===== config.mk =====
export PLATFORM = sky130hd
export DESIGN_NAME = spim_chain_master
export DESIGN_NICKNAME = d
export VERILOG_FILES = /design/src/rtl/spim_pkg.sv /design/src/rtl/spim_tick.sv /design/src/rtl/spim_txbuf.sv /design/src/rtl/spim_shifter.sv /design/src/rtl/spim_chain_master.sv
export SDC_FILE = /design/constraint.sdc
export NUM_CORES = 1
export LEC_CHECK = 0
export ABC_AREA = 0
export BUFFER_PORTS_ARGS = -buffer_cell sky130_fd_sc_hd__buf_2
export CORE_ASPECT_RATIO = 0.5
export CORE_MARGIN = 10
export CORE_UTILIZATION = 60
export DETAILED_ROUTE_END_ITERATION = 10
export PLACE_DENSITY = 0.79
export SLEW_MARGIN = 15
export SYNTH_ARGS = -nofsm -noshare
export SYNTH_HDL_FRONTEND = slang
export SYNTH_HIERARCHICAL = 1
export SYNTH_SLANG_ARGS = --single-unit

===== constraint.sdc =====
create_clock -name clk_i -period 5 [get_ports clk_i]
set_input_delay 0.25 -clock clk_i [delete_from_list [all_inputs] [get_ports clk_i]]
set_output_delay 0.25 -clock clk_i [all_outputs]
set_load 0.03 [all_outputs]

===== src/rtl/spim_pkg.sv =====
package spim_pkg;
   typedef enum logic [1:0] {
      ST_IDLE  = 2'd0,
      ST_LEAD  = 2'd1,
      ST_SHIFT = 2'd2,
      ST_TAIL  = 2'd3
   } spim_state_e;
endpackage


===== src/rtl/spim_tick.sv =====
module spim_tick #(
   parameter int DIV_W = 8
) (
   input  logic             clk_i,
   input  logic             rst_ni,
   input  logic             run_i,
   input  logic [DIV_W-1:0] half_div_i,
   output logic             tick_o
);
   logic [DIV_W-1:0] cnt_q;
   logic [DIV_W-1:0] lim;

   // a zero divider behaves as one
   assign lim    = (half_div_i == '0) ? '0 : half_div_i - 1'b1;
   assign tick_o = run_i && (cnt_q >= lim);

   always_ff @(posedge clk_i or negedge rst_ni) begin
      if (!rst_ni)               cnt_q <= '0;
      else if (!run_i || tick_o) cnt_q <= '0;
      else                       cnt_q <= cnt_q + 1'b1;
   end

   // the counter never runs while the engine is idle
   assert_idle_count_R2: assert property (@(posedge clk_i) disable iff (!rst_ni)
      !run_i |=> cnt_q == '0);
endmodule


===== src/rtl/spim_txbuf.sv =====
module spim_txbuf #(
   parameter int WORD_W = 16
) (
   input  logic              clk_i,
   input  logic              rst_ni,
   input  logic              wr_i,
   input  logic              wide_i,
   input  logic [WORD_W-1:0] wdata_i,
   input  logic              take_i,
   output logic [WORD_W-1:0] data_o,
   output logic              wide_o,
   output logic              empty_o
);
   always_ff @(posedge clk_i or negedge rst_ni) begin
      if (!rst_ni) begin
         empty_o <= 1'b1;
         data_o  <= '0;
         wide_o  <= 1'b0;
      end else if (take_i) begin
         empty_o <= 1'b1;
      end else if (wr_i && empty_o) begin
         data_o  <= wdata_i;
         wide_o  <= wide_i;
         empty_o <= 1'b0;
      end
   end

   assert_empty_by_take_R9: assert property (@(posedge clk_i) disable iff (!rst_ni)
      $rose(empty_o) |-> $past(take_i));
   assert_take_needs_word_R9: assert property (@(posedge clk_i) disable iff (!rst_ni)
      take_i |-> !empty_o);
   assert_keep_when_full_R10: assert property (@(posedge clk_i) disable iff (!rst_ni)
      (wr_i && !empty_o) |=> ($stable(data_o) && $stable(wide_o)));
endmodule


===== src/rtl/spim_shifter.sv =====
module spim_shifter #(
   parameter int WORD_W   = 16,
   parameter int NARROW_W = 8
) (
   input  logic              clk_i,
   input  logic              rst_ni,
   input  logic              load_i,
   input  logic              wide_i,
   input  logic [WORD_W-1:0] load_data_i,
   input  logic              lead_i,
   input  logic              trail_i,
   input  logic              miso_i,
   output logic              mosi_o,
   output logic              wide_o,
   output logic [WORD_W-1:0] rx_o
);
   localparam int PAD_W = WORD_W - NARROW_W;

   logic [WORD_W-1:0] tx_q, rx_q, aligned, src;

   // narrow words are left-aligned so the MSB always leaves from the top bit
   assign aligned = wide_i ? load_data_i : {load_data_i[NARROW_W-1:0], {PAD_W{1'b0}}};
   assign src     = load_i ? aligned : tx_q;
   assign rx_o    = wide_o ? rx_q : {{PAD_W{1'b0}}, rx_q[NARROW_W-1:0]};

   always_ff @(posedge clk_i or negedge rst_ni) begin
      if (!rst_ni) begin
         tx_q   <= '0;
         rx_q   <= '0;
         mosi_o <= 1'b0;
         wide_o <= 1'b0;
      end else begin
         if (load_i) begin
            wide_o <= wide_i;
            rx_q   <= '0;
         end
         if (lead_i) begin
            mosi_o <= src[WORD_W-1];
            tx_q   <= {src[WORD_W-2:0], 1'b0};
         end else if (load_i) begin
            tx_q   <= aligned;
         end
         if (trail_i) rx_q <= {rx_q[WORD_W-2:0], miso_i};
      end
   end

   assert_mosi_on_lead_R3: assert property (@(posedge clk_i) disable iff (!rst_ni)
      !$stable(mosi_o) |-> $past(lead_i));
   assert_edges_exclusive_R3: assert property (@(posedge clk_i) disable iff (!rst_ni)
      !(lead_i && trail_i));
endmodule


===== src/rtl/spim_chain_master.sv =====
module spim_chain_master #(
   parameter int DIV_W    = 8,
   parameter int WORD_W   = 16,
   parameter int NARROW_W = 8
) (
   input  logic              clk_i,
   input  logic              rst_ni,
   input  logic [DIV_W-1:0]  half_div_i,
   input  logic              ss_en_i,
   input  logic              wr_valid_i,
   input  logic              wr_wide_i,
   input  logic [WORD_W-1:0] wr_data_i,
   input  logic              miso_i,
   output logic              sck_o,
   output logic              mosi_o,
   output logic              ss_n_o,
   output logic              tx_empty_o,
   output logic              xfer_done_o,
   output logic [WORD_W-1:0] rd_data_o,
   output logic              busy_o
);
   import spim_pkg::*;

   localparam int ECNT_W = $clog2(2*WORD_W + 1);
   localparam logic [ECNT_W-1:0] LAST_WIDE   = ECNT_W'(2*WORD_W - 1);
   localparam logic [ECNT_W-1:0] LAST_NARROW = ECNT_W'(2*NARROW_W - 1);

   initial begin
      assert (WORD_W > NARROW_W) else $error("WORD_W must exceed NARROW_W");
      assert (NARROW_W >= 2)     else $error("NARROW_W too small");
      assert (DIV_W >= 1)        else $error("DIV_W too small");
   end

   spim_state_e state_q, state_d;
   logic [ECNT_W-1:0] ecnt_q;
   logic tick, load, lead, trail, run, wide_q, buf_wide;
   logic [WORD_W-1:0] buf_data, rx_word;

   assign run    = (state_q != ST_IDLE);
   assign busy_o = run;

   spim_tick #(.DIV_W(DIV_W)) u_tick (
      .clk_i(clk_i), .rst_ni(rst_ni), .run_i(run),
      .half_div_i(half_div_i), .tick_o(tick));

   spim_txbuf #(.WORD_W(WORD_W)) u_buf (
      .clk_i(clk_i), .rst_ni(rst_ni), .wr_i(wr_valid_i), .wide_i(wr_wide_i),
      .wdata_i(wr_data_i), .take_i(load), .data_o(buf_data),
      .wide_o(buf_wide), .empty_o(tx_empty_o));

   spim_shifter #(.WORD_W(WORD_W), .NARROW_W(NARROW_W)) u_shift (
      .clk_i(clk_i), .rst_ni(rst_ni), .load_i(load), .wide_i(buf_wide),
      .load_data_i(buf_data), .lead_i(lead), .trail_i(trail),
      .miso_i(miso_i), .mosi_o(mosi_o), .wide_o(wide_q), .rx_o(rx_word));

   always_comb begin
      state_d = state_q;
      load    = 1'b0;
      lead    = 1'b0;
      trail   = 1'b0;
      unique case (state_q)
         ST_IDLE: if (!tx_empty_o) begin
            load    = 1'b1;
            state_d = ST_LEAD;
         end
         ST_LEAD: if (tick) begin
            lead    = 1'b1;
            state_d = ST_SHIFT;
         end
         ST_SHIFT: if (tick) begin
            if (sck_o) begin
               trail = 1'b1;
               if (ecnt_q == (wide_q ? LAST_WIDE : LAST_NARROW)) state_d = ST_TAIL;
            end else begin
               lead = 1'b1;
            end
         end
         ST_TAIL: if (tick) begin
            if (!tx_empty_o) begin
               // chained word: first rising edge coincides with completion
               load    = 1'b1;
               lead    = 1'b1;
               state_d = ST_SHIFT;
            end else begin
               state_d = ST_IDLE;
            end
         end
         default: state_d = ST_IDLE;
      endcase
   end

   always_ff @(posedge clk_i or negedge rst_ni) begin
      if (!rst_ni) begin
         state_q     <= ST_IDLE;
         ecnt_q      <= '0;
         sck_o       <= 1'b0;
         ss_n_o      <= 1'b1;
         xfer_done_o <= 1'b0;
         rd_data_o   <= '0;
      end else begin
         state_q     <= state_d;
         ss_n_o      <= !((state_d != ST_IDLE) && ss_en_i);
         xfer_done_o <= (state_q == ST_TAIL) && tick;
         if ((state_q == ST_TAIL) && tick) rd_data_o <= rx_word;
         if (lead)       sck_o <= 1'b1;
         else if (trail) sck_o <= 1'b0;
         if (load)                ecnt_q <= lead ? ECNT_W'(1) : '0;
         else if (lead || trail)  ecnt_q <= ecnt_q + 1'b1;
      end
   end

   assert_sck_on_tick_R2: assert property (@(posedge clk_i) disable iff (!rst_ni)
      !$stable(sck_o) |-> $past(tick));
   assert_sck_low_idle_R2: assert property (@(posedge clk_i) disable iff (!rst_ni)
      !busy_o |-> !sck_o);
   assert_ss_disabled_R5: assert property (@(posedge clk_i) disable iff (!rst_ni)
      !ss_en_i |=> ss_n_o);
   assert_done_pulse_R7: assert property (@(posedge clk_i) disable iff (!rst_ni)
      xfer_done_o |=> !xfer_done_o);
   assert_chain_edge_R8: assert property (@(posedge clk_i) disable iff (!rst_ni)
      (xfer_done_o && busy_o) |-> sck_o);
   assert_release_R11: assert property (@(posedge clk_i) disable iff (!rst_ni)
      (xfer_done_o && !busy_o) |-> (ss_n_o && !sck_o));
endmodule


==> impl_metrics.yaml <==
global_routing:
  antenna_found_initial: 0
  grt_max_degree: 88
  grt_util_all_layers_pct: 15.9
  grt_pass1_wl_um: 14800
  grt_pass1_vias: 3054
  globalRoute.totalOverflow: 0
synth:
  ys_ff_latch: 87
  synth-async-reset-ratio_pct: 100
  netlist_top_cells_area: "dfrtp_1, mux2_2, ha_1"
  syn_inst: 373
  synth_area_leader_cell: "dfrtp_1"
  synth.most_common_cell: "dfrtp_1"
  synth_warnings: 6
  synth_cell_type_count: 58
  synth_commonest_cells: "dfrtp_1, nor2_1, mux2_2"
  synth_fp_nets: 419
  synth_edf_count: 0
  syn-cell-area_um2: 4390
  synth_top_area_share_pct: 48.4
  synthFlopType: "dfrtp_1"
  synth_seq_area_share_pct: 49.6
  avgSynthCellArea_um2: 11.8
timing:
  fin_crit_ns: 4.29
  clock.fmax_mhz: 233
  setup_tns_ns: 0
  hold_viol: 0
  min_period_over_period_pct: 85.8
  layout_setup_ws_ns: 0.709
  drv_slew: 0
  tightest_slew_ns: 0.669
  holdWs_ns: 0.0375
  slew_headroom_pct: 55.4
  fin_skew_ns: 0.00536
  grt_setup_unrepaired: "false"
  setup_violations: 0
routing:
  antenna_left: 0
  drt_wl_total_um: 8870
  first_iter_violations: 179
  viasPerCell: 5.68
  drc_errors: 0
  wl_per_cell_um: 17.3
  vias: 2912
  first_pass_iters: 4
floorplanning:
  die_y_um: 80.5
  dieArea_um2: 11400
  io_pins: 52
  rows: 21
  start_util_pct: 63.8
  core_area_um2: 6880
  die_w_um: 141
setup_path:
  crit_slowest_cell: "nor2_2"
  critPathBufInv: 4
  worstPathRequired_ns: 5.27
  crit_chain: "buf_2 > inv_1 > ha_1 > nor2b_1 > nand3b_1 > or3_1 > o21ai_0 > ha_1 > or3_2 > a21oi_2 > o31ai_1 > and2_1 > and2_1 > buf_4 > nor2_2 > nor3_4 > buf_4 > nor2_2 > a22o_1"
  end_kind: "register"
  worstPathArrival_ns: 4.56
  slowest_delay_ns: 0.54
  path_class: "primary input to register"
  critPathLaunchType: "primary input"
  path_max_fanout: 44
  path_delay_family: "simple AND/OR/NAND/NOR gates"
cells_and_area:
  area_growth_pct: 13.5
  final_layout_size_suffix_gt1_share_pct: 29.9
  antenna_cells: 0
  num-nets-final: 462
  fin_util_pct: 72.4
outcome:
  status: "complete, no violations"
clock_network:
  root_buffer: "clkbuf_16"
  htree_levels: 3
  clkTransAtPathRegs_ns: 0.06
  post_cts.repair.setup_buffers: 0
  cts_buffers: 9
  cts.sinks: 87
  worstSkewPairLatency_ns: 0.34
  cts_tree: "built"
  ctsResizeCount: 0
  cts_buffer_depth: 2
place:
  port_buffers: 51
  pre_cts_ws_ns: 0.450
  place.gp.congestion: 0.859
  dpl.hpwl_um: 6120
power_and_ir_drop:
  total_leakage_power_nw: 2.44
  powerDensity_nw_per_um2: 486
  peakVddDrop_uv: 311
flow_run:
  cap_viol_max_count: 0
hold_path:
  hold_path_class: "primary input to register"
[report_power, final]
| part | total, W | leakage, nW | switching [W] | internal (W) |
|---|---|---|---|---|
| Clock | 0.000715 | 0.156 | 0.000276 | 0.000439 |
| Sequential | 0.00101 | 1.13 | 0.000147 | 0.000867 |
| Combinational | 0.000696 | 1.16 | 0.000363 | 0.000333 |
| Total | 0.00243 | 2.44 | 0.000786 | 0.00164 |
[path summary, 6_finish.rpt]
path,cells past startpoint,start,endpoint,slack (ns)
min in group asynchronous,2,rst_ni,u_shift/rx_q[2],0.44
worst max register to register,12,u_tick/cnt_q[2],u_shift/rx_q[0],1.47
worst min-delay path,2,ss_en_i,ss_n_o,0.04
worst max-delay path,19,half_div_i[0],u_shift/rx_q[0],0.71
worst min register to register,1,rd_data_o[9],rd_data_o[9],0.50
max in group asynchronous,3,rst_ni,u_buf/empty_o,3.87
[registers in the layout, indices dropped and copies added, names as in the netlist]
register,count
u_shift/rx_q,16
u_buf/empty_o,1
u_buf/wide_o,1
sck_o,1
ss_n_o,1
ecnt_q,6
rd_data_o,16
u_shift/mosi_o,1
u_buf/data_o,16
u_shift/tx_q,16
u_tick/cnt_q,8
xfer_done_o,1
u_shift/wide_o,1
state_q,2
[kinds of logic after synthesis]
family	count (synthesis)	share of synthesized area [%]
and+or+nand+nor	96	12.3
DFF	87	49.6
adders and majority gates	16	4.56
xor gates and xnor gates	13	2.59
buffers and inverters	37	4.61
muxes	51	13.5
AOI/OAI and AO/OA	73	12.8
[through the flow]
stage | power [W] | instance area (µm²) | instances
after detailed placement | 0.00171 | 4640 | 495
final | 0.00243 | 4990 | 513
after floorplan | 0.00155 | 4390 | 373
after global placement | 0.00167 | 4640 | 495
after global routing | 0.00256 | 4990 | 513
after CTS | 0.00244 | 4960 | 511
[cells in the final DEF (no fill, tap or decap), types with 2 or more instances in the layout]
cell type	netlist	layout
a21oi_1	14	14
bufinv_16	0	2
buf_2	5	50
and2_1	19	19
nand2_1	8	8
inv_6	0	2
and3_1	3	3
nor2_2	2	2
o21ai_2	2	2
a21o_1	4	4
nand2b_1	2	2
mux2i_1	16	16
mux2_4	10	10
clkinv_2	0	2
nand3_1	6	6
dfrtp_1	85	85
dfstp_2	2	2
a21oi_2	2	2
nor2_1	26	26
xor2_1	6	6
nor3_1	2	2
inv_1	13	13
a22o_1	16	16
nor2b_1	13	13
buf_4	9	4
o32ai_1	6	6
ha_1	16	16
clkbuf_16	0	9
mux2_2	25	25
o21a_1	2	2
o31ai_1	2	2
xnor2_1	7	7
o21ai_0	11	11
nand4_1	4	4
[metal layers]
metal | up-vias | GRT usage [%] | wire (µm)
met1 | 1441 | 18.9 | 4180
met2 | 59 | 27.1 | 4240
li1 | 1405 | - | -
met4 | 0 | 4.41 | 59
met5 | - | 0 | 0
met3 | 7 | 5.58 | 390
[repair_timing]
action | in CTS | in global routing
hold buffers | 0 | 1
endpoints found under the hold margin | 0 | 42
setup endpoints to repair | 0 | 0
[layout make-up]
cell class	count	area, µm²
clock inverter	7	95.1
sequential	87	2180
clock buffer	9	225
inverter	13	48.8
multi-input combinational	249	2010
tap	92	115
fill	488	1900
timing repair buffer	56	310
(Power assumes the default switching activity.)
